`src/rtl/timer_unit_pkg.sv`:
```
package timer_unit_pkg;
  localparam int CTL_EN_BIT   = 7;
  localparam int CTL_PER_BIT  = 6;
  localparam int CTL_SLOW_BIT = 3;
  localparam int FREE_RUN_BIT = 8;
  localparam logic [1:0] OFS_LOAD  = 2'd0;
  localparam logic [1:0] OFS_VALUE = 2'd1;
  localparam logic [1:0] OFS_CTRL  = 2'd2;
  localparam logic [1:0] OFS_CLEAR = 2'd3;
endpackage

```
`src/rtl/timer_dn_chan.sv`:
```
module timer_dn_chan #(
  parameter int W = 16
) (
  input  logic         clk,
  input  logic         rst,
  input  logic         tick_slow,
  input  logic         tick_fast,
  input  logic         wr_load,
  input  logic         wr_ctrl,
  input  logic         wr_clr,
  input  logic [W-1:0] wdata,
  output logic [W-1:0] cnt_o,
  output logic [W-1:0] load_o,
  output logic [2:0]   ctrl_o,
  output logic         irq_o
);
  import timer_unit_pkg::*;

  logic         en_q, per_q, slow_q, pend_q, irq_q;
  logic [W-1:0] cnt_q, load_q;
  logic         step, under;

  assign step  = en_q & (slow_q ? tick_slow : tick_fast);
  assign under = step & ~pend_q & (cnt_q == '0);

  always_ff @(posedge clk) begin
    if (rst) begin
      en_q   <= 1'b0;
      per_q  <= 1'b0;
      slow_q <= 1'b0;
      pend_q <= 1'b0;
      cnt_q  <= '0;
      load_q <= '0;
    end else begin
      if (wr_ctrl) begin
        en_q   <= wdata[CTL_EN_BIT];
        per_q  <= wdata[CTL_PER_BIT];
        slow_q <= wdata[CTL_SLOW_BIT];
      end
      if (step) begin
        pend_q <= 1'b0;
        if (pend_q)             cnt_q <= load_q;
        else if (cnt_q == '0)   cnt_q <= per_q ? load_q : '1;
        else                    cnt_q <= cnt_q - 1'b1;
      end
      if (wr_load) begin
        load_q <= wdata;
        pend_q <= en_q;
        if (!en_q) cnt_q <= wdata;
      end
    end
  end

  always_ff @(posedge clk) begin
    if (rst)                 irq_q <= 1'b0;
    else if (under && per_q) irq_q <= 1'b1;
    else if (wr_clr)         irq_q <= 1'b0;
  end

  assign cnt_o  = cnt_q;
  assign load_o = load_q;
  assign ctrl_o = {en_q, per_q, slow_q};
  assign irq_o  = irq_q;
endmodule

```
`src/rtl/timer_free_cnt.sv`:
```
module timer_free_cnt #(
  parameter int W = 40
) (
  input  logic         clk,
  input  logic         rst,
  input  logic         tick,
  input  logic         wr_run,
  input  logic         run_val,
  output logic [W-1:0] cnt_o,
  output logic         run_o
);
  logic [W-1:0] cnt_q;
  logic         run_q;

  always_ff @(posedge clk) begin
    if (rst) begin
      cnt_q <= '0;
      run_q <= 1'b0;
    end else begin
      if (wr_run)        run_q <= run_val;
      if (run_q && tick) cnt_q <= cnt_q + 1'b1;
    end
  end

  assign cnt_o = cnt_q;
  assign run_o = run_q;
endmodule

```
`src/rtl/timer_unit.sv`:
```
module timer_unit #(
  parameter int NCH      = 3,
  parameter int W_NARROW = 16,
  parameter int W_WIDE   = 32,
  parameter logic [NCH-1:0] WIDE_SEL = 3'b100,
  parameter int DW       = 32,
  parameter int FW       = 40,
  parameter int ADDR_W   = 4
) (
  input  logic              clk,
  input  logic              rst,
  input  logic              tick_slow,
  input  logic              tick_fast,
  input  logic              bus_sel,
  input  logic              bus_wr,
  input  logic [ADDR_W-1:0] bus_addr,
  input  logic [DW-1:0]     bus_wdata,
  output logic [DW-1:0]     bus_rdata,
  output logic [NCH-1:0]    irq
);
  import timer_unit_pkg::*;

  localparam int FREE_LO_A = NCH * 4;
  localparam int FREE_HI_A = NCH * 4 + 1;

  logic                     we;
  logic [ADDR_W-3:0]        ch_idx;
  logic [1:0]               ch_ofs;
  logic [NCH-1:0][DW-1:0]   chan_cnt;
  logic [NCH-1:0][DW-1:0]   chan_load;
  logic [NCH-1:0][DW-1:0]   chan_ctrl;
  logic [FW-1:0]            fcnt;
  logic                     frun;
  logic [DW-1:0]            free_hi;
  logic [DW-1:0]            rd_mux;

  assign we     = bus_sel & bus_wr;
  assign ch_idx = bus_addr[ADDR_W-1:2];
  assign ch_ofs = bus_addr[1:0];

  for (genvar c = 0; c < NCH; c++) begin : g_ch
    localparam int CW = WIDE_SEL[c] ? W_WIDE : W_NARROW;
    logic          hit;
    logic [CW-1:0] cnt_w, load_w;
    logic [2:0]    ctl_w;
    assign hit = we && (int'(ch_idx) == c);
    timer_dn_chan #(.W(CW)) u_chan (
      .clk       (clk),
      .rst       (rst),
      .tick_slow (tick_slow),
      .tick_fast (tick_fast),
      .wr_load   (hit && ch_ofs == OFS_LOAD),
      .wr_ctrl   (hit && ch_ofs == OFS_CTRL),
      .wr_clr    (hit && ch_ofs == OFS_CLEAR),
      .wdata     (bus_wdata[CW-1:0]),
      .cnt_o     (cnt_w),
      .load_o    (load_w),
      .ctrl_o    (ctl_w),
      .irq_o     (irq[c])
    );
    assign chan_cnt[c]  = DW'(cnt_w);
    assign chan_load[c] = DW'(load_w);
    always_comb begin
      chan_ctrl[c]               = '0;
      chan_ctrl[c][CTL_EN_BIT]   = ctl_w[2];
      chan_ctrl[c][CTL_PER_BIT]  = ctl_w[1];
      chan_ctrl[c][CTL_SLOW_BIT] = ctl_w[0];
    end
  end

  timer_free_cnt #(.W(FW)) u_free (
    .clk     (clk),
    .rst     (rst),
    .tick    (tick_fast),
    .wr_run  (we && bus_addr == ADDR_W'(FREE_HI_A)),
    .run_val (bus_wdata[FREE_RUN_BIT]),
    .cnt_o   (fcnt),
    .run_o   (frun)
  );

  always_comb begin
    free_hi                 = '0;
    free_hi[FW-DW-1:0]      = fcnt[FW-1:DW];
    free_hi[FREE_RUN_BIT]   = frun;
  end

  always_comb begin
    rd_mux = '0;
    for (int c = 0; c < NCH; c++) begin
      if (int'(ch_idx) == c) begin
        case (ch_ofs)
          OFS_LOAD:  rd_mux = chan_load[c];
          OFS_VALUE: rd_mux = chan_cnt[c];
          OFS_CTRL:  rd_mux = chan_ctrl[c];
          default:   rd_mux = '0;
        endcase
      end
    end
    if (bus_addr == ADDR_W'(FREE_LO_A)) rd_mux = fcnt[DW-1:0];
    if (bus_addr == ADDR_W'(FREE_HI_A)) rd_mux = free_hi;
  end

  always_ff @(posedge clk) begin
    if (rst)                   bus_rdata <= '0;
    else if (bus_sel && !bus_wr) bus_rdata <= rd_mux;
  end
endmodule

```
`config.mk`:
```
export PLATFORM = sky130hd
export DESIGN_NAME = timer_unit
export DESIGN_NICKNAME = d
export VERILOG_FILES = /design/src/rtl/timer_unit_pkg.sv /design/src/rtl/timer_dn_chan.sv /design/src/rtl/timer_free_cnt.sv /design/src/rtl/timer_unit.sv
export SDC_FILE = /design/constraint.sdc
export NUM_CORES = 1
export LEC_CHECK = 0
export ABC_CLOCK_PERIOD_IN_PS = 4100
export CAP_MARGIN = 20
export CORE_MARGIN = 1.5
export CORE_UTILIZATION = 36
export DETAILED_ROUTE_END_ITERATION = 8
export PLACE_DENSITY = 0.64
export SLEW_MARGIN = 20
export SYNTH_ARGS = -nofsm -noshare
export SYNTH_HDL_FRONTEND = slang
export SYNTH_HIERARCHICAL = 1
export SYNTH_SLANG_ARGS = --single-unit
```
`constraint.sdc`:
```
create_clock -name clk -period 4.1 [get_ports clk]
set_clock_uncertainty 0.1 [all_clocks]
set_input_delay 0.82 -clock clk [delete_from_list [all_inputs] [get_ports clk]]
set_output_delay 0.82 -clock clk [all_outputs]
set_load 0.02 [all_outputs]
```
==> flow_results.org <==
** Status
- The run finished with clean final reports.

** Yosys
- Post-synthesis cell count :: 1458
- Yosys mapped a number of flops with a built-in enable equal to 0.
- Flip-flop and latch count after synthesis :: 216
- Syn_nets :: 1507
- The cell area that synthesis handed to floorplanning was 12500 µm².
- Syn avg cell area :: 8.60 µm²
- Async set or reset register ratio after synthesis :: 0
- Summed over all instances, the cell type with the most area after synthesis is sky130_fd_sc_hd__dfxtp_1.
- Post-synthesis cell type count :: 103
- The most used flip-flop cell after synthesis is sky130_fd_sc_hd__dfxtp_1.
- For this run, the number of Yosys warnings is 6.
- Ranked by total cell area, the synthesized netlist is headed by sky130_fd_sc_hd__dfxtp_1 (34%), sky130_fd_sc_hd__mux2i_1 (8.5%), sky130_fd_sc_hd__nor2_1 (6.1%), sky130_fd_sc_hd__a21oi_1 (3.0%), sky130_fd_sc_hd__o221ai_1 (2.4%).
- The share of the Yosys chip area taken by registers is 0.345.
- Fraction of post-synthesis cell area in the top cell type by area :: 0.345

** Flow run
- Across the run, the number of max-cap violations was 0.

** Layout
- Counting the fill cells in the layout gives 3484.
- The repair_antennas step left the layout with diodes totalling 0.
- Utilization after layout :: 0.418
- The area growth from synthesis to layout is 14.8%.
- Post-layout net count :: 1544
- Leaving out fill and tap cells, the most frequent cell in the layout is sky130_fd_sc_hd__dfxtp_1.
- In the final layout, the share of cells above drive strength 1 is 0.109.
- With fillers left out, the area of the finished cells amounts to 14400 µm².
- Most used cells in the layout excluding fill and tap cells :: sky130_fd_sc_hd__dfxtp_1 (216), sky130_fd_sc_hd__nor2_1 (205), sky130_fd_sc_hd__mux2i_1 (106)

** Pwr
- Summed over all cells, the static leakage comes to 4.91 nW.
- Power spread over the standard cell area amounts to 355 nW/µm².
- Across the VDD grid, the largest voltage drop is 363 µV.

** CTS
- Clock-pin slew reported for the worst setup and hold paths after clock tree synthesis :: 60 ps
- TritonCTS built the clock tree.
- Max clock buf depth :: 3
- Maximum level of the CTS H-tree :: 1
- Quantity of hold-fixing buffers added after cts :: 0
- Clock sink count :: 216
- Clock tree synthesis inserted a total of 25 buffers.
- Buffers added to address setup during post-CTS repair amount to 0.
- After clock tree synthesis, the repair step resized 0 gates.
- Buffer cell driving the clock tree root :: sky130_fd_sc_hd__clkbuf_16
- Source-to-sink clock delay at the later pin of the worst-skew pair :: 540 ps

** Drt
- In the final routed layout, each cell accounts on average for 21.1 µm.
- The first detailed-routing pass took 5 iterations.
- Starting DRT DRC Count :: 1263
- The detail route stage leaves a number of antenna-violating nets equal to 0.
- The detailed router placed 11.8k vias in this run.
- Summed over all layers, the routed wires come to 41.5 mm.
- DRC errors left :: 0
- In the routed layout, each cell is associated on average with a via count of 5.98.

** Global route
- The number of antenna violations at the first check in global routing is 0.
- The via count of the first global-routing pass is 11.1k.
- Entering global routing, the biggest net connects 82 pins.
- Tot GR Track Use :: 0.226
- After global routing the overflow that remains totals 0.
- Global-route wire length before repair :: 64.5 mm

** Worst setup path
- Peak fanout along the critical path :: 15
- Crit. End Element :: flop
- Path type of the worst setup path :: flop to flop
- Setup slack on the worst reg-to-reg path comes out at 910 ps.
- The number of cells on the worst reg-to-reg path is 6.
- STA classifies the critical path startpoint as a flop.
- Arr. time, crit path :: 3540 ps
- STA puts the critical path data required time at 4450 ps.

** Floorplan
- Height of the die :: 190 µm
- Effective utilization at floorplan :: 0.364
- The die covers 36000 µm².
- 77 I/O pins were placed.
- Die Span X :: 190 µm
- In this run the standard cell core region covers 34500 µm².
- # rows :: 68

** Placement
- Routability-driven placement finished with a final weighted congestion of 0.945.
- Post-Place Setup Slack :: 665 ps
- Detailed-placement wirelength estimate :: 29.6 mm
- Port Buffers :: 76
- In this run the cell area measured after placement is 13600 µm².

** Timing
- Maximum clock rate :: 313 MHz
- The worst pin sits at a relative slew slack of 0.306.
- The number of max-slew violations in the final report came to 0.
- Final hold analysis gives a worst-case slack of 344 ps.
- The count of final hold-check violations came to 0.
- The routed design could run at a clock period as short as 3190 ps.
- Of the available clock period, the critical path in the final layout requires 0.779.
- Summed over all failing endpoints, the final setup total negative slack is 0 ps.
- Final setup vio count :: 0
- Worst slew pin tran :: 1040 ps
- Post-route worst setup slack :: 908 ps
- Setup repair after global routing left no endpoint under its margin.

** Hold path
- Worst hold path class :: flop to flop
- Worst Hold Path Cells :: 2
==> flip-flops by register name (all words and copies together), names as in the netlist <==
signal and cells:
g_ch.u_chan/pend_q 3, g_ch.u_chan/irq_o 3, g_ch.u_chan/en_q 3, u_free/run_o 1, bus_rdata 32, u_free/cnt_o 40
g_ch.u_chan/per_q 3, g_ch.u_chan/load_o 64, g_ch.u_chan/slow_q 3, g_ch.u_chan/cnt_o 64
==> power by group <==
group | total, W | internal, W | switching, W | leakage, nW
Combinational | 0.000622 | 0.000234 | 0.000388 | 2.74
Sequential | 0.00215 | 0.00213 | 0.0000292 | 1.74
Clock | 0.00234 | 0.00143 | 0.000904 | 0.420
==> synth_stat cells (all sizes together) (15+ instances only) <==
cell type / count
dfxtp: 216
nor2: 209
mux2i: 106
nand2: 82
a21oi: 77
o21ai: 58
clkbuf: 53
buf: 51
nor3: 48
nand3: 38
inv: 35
o221ai: 35
nand4: 29
xnor2: 29
xor2: 29
and3: 22
a221oi: 21
nor4: 21
o211ai: 21
mux2: 20
or3: 20
a211oi: 18
a31oi: 16
nand2b: 15
==> cell families after synthesis <==
kind of cell | synth area share
compound gates | 0.195
buf+inv | 0.0610
xor+xnor | 0.0405
flops | 0.345
simple gates | 0.240
fa+ha+maj | 0.00698
mux | 0.111
==> worst paths after layout <==
| kind | from | to |
|---|---|---|
| max | g_ch[2].u_chan/cnt_o[12]$_SDFF_PP0_ | g_ch[2].u_chan/cnt_o[19]$_SDFF_PP0_ |
| min | bus_rdata[13]$_SDFFE_PP0P_ | bus_rdata[13]$_SDFFE_PP0P_ |
| max reg2reg | g_ch[2].u_chan/cnt_o[12]$_SDFF_PP0_ | g_ch[2].u_chan/cnt_o[19]$_SDFF_PP0_ |
| min reg2reg | bus_rdata[13]$_SDFFE_PP0P_ | bus_rdata[13]$_SDFFE_PP0P_ |
==> per-stage QoR <==
step | total power [W] | cells
floorplan | 0.00260 | 1458
global placement | 0.00280 | 1923
finish | 0.00511 | 1967
detailed placement | 0.00281 | 1923
CTS | 0.00515 | 1967
global route | 0.00529 | 1967
==> area by class of cell <==
class	instances	area, µm²	area share
Sequential cell	216	4320	0.300
Clock buffer	38	744	0.0517
Multi-Input combinational cell	1101	7480	0.519
Timing Repair Buffer	115	1050	0.0729
Clock inverter	6	109	0.00756
Tap cell	455	569	0.0395
Inverter	36	135	0.00938
==> worst max-delay path, stage by stage, from the launching register on <==
cell	delay, ps
sky130_fd_sc_hd__dfxtp_1	380
sky130_fd_sc_hd__or4_4	620
sky130_fd_sc_hd__nor4b_4	470
sky130_fd_sc_hd__nand3_1	520
sky130_fd_sc_hd__nand2_2	560
sky130_fd_sc_hd__o211ai_1	160
sky130_fd_sc_hd__a311oi_1	290
==> metal layers <==
layer / vias up / part of all wire / global-route usage
met5: - / 0 / 0
met1: 5684 / 0.45 / 0.312
met3: 91 / 0.067 / 0.0295
met4: 0 / 0.044 / 0.0946
met2: 496 / 0.44 / 0.354
li1: 5492 / - / -
No activity file was read; power rests on OpenSTA's default activity.
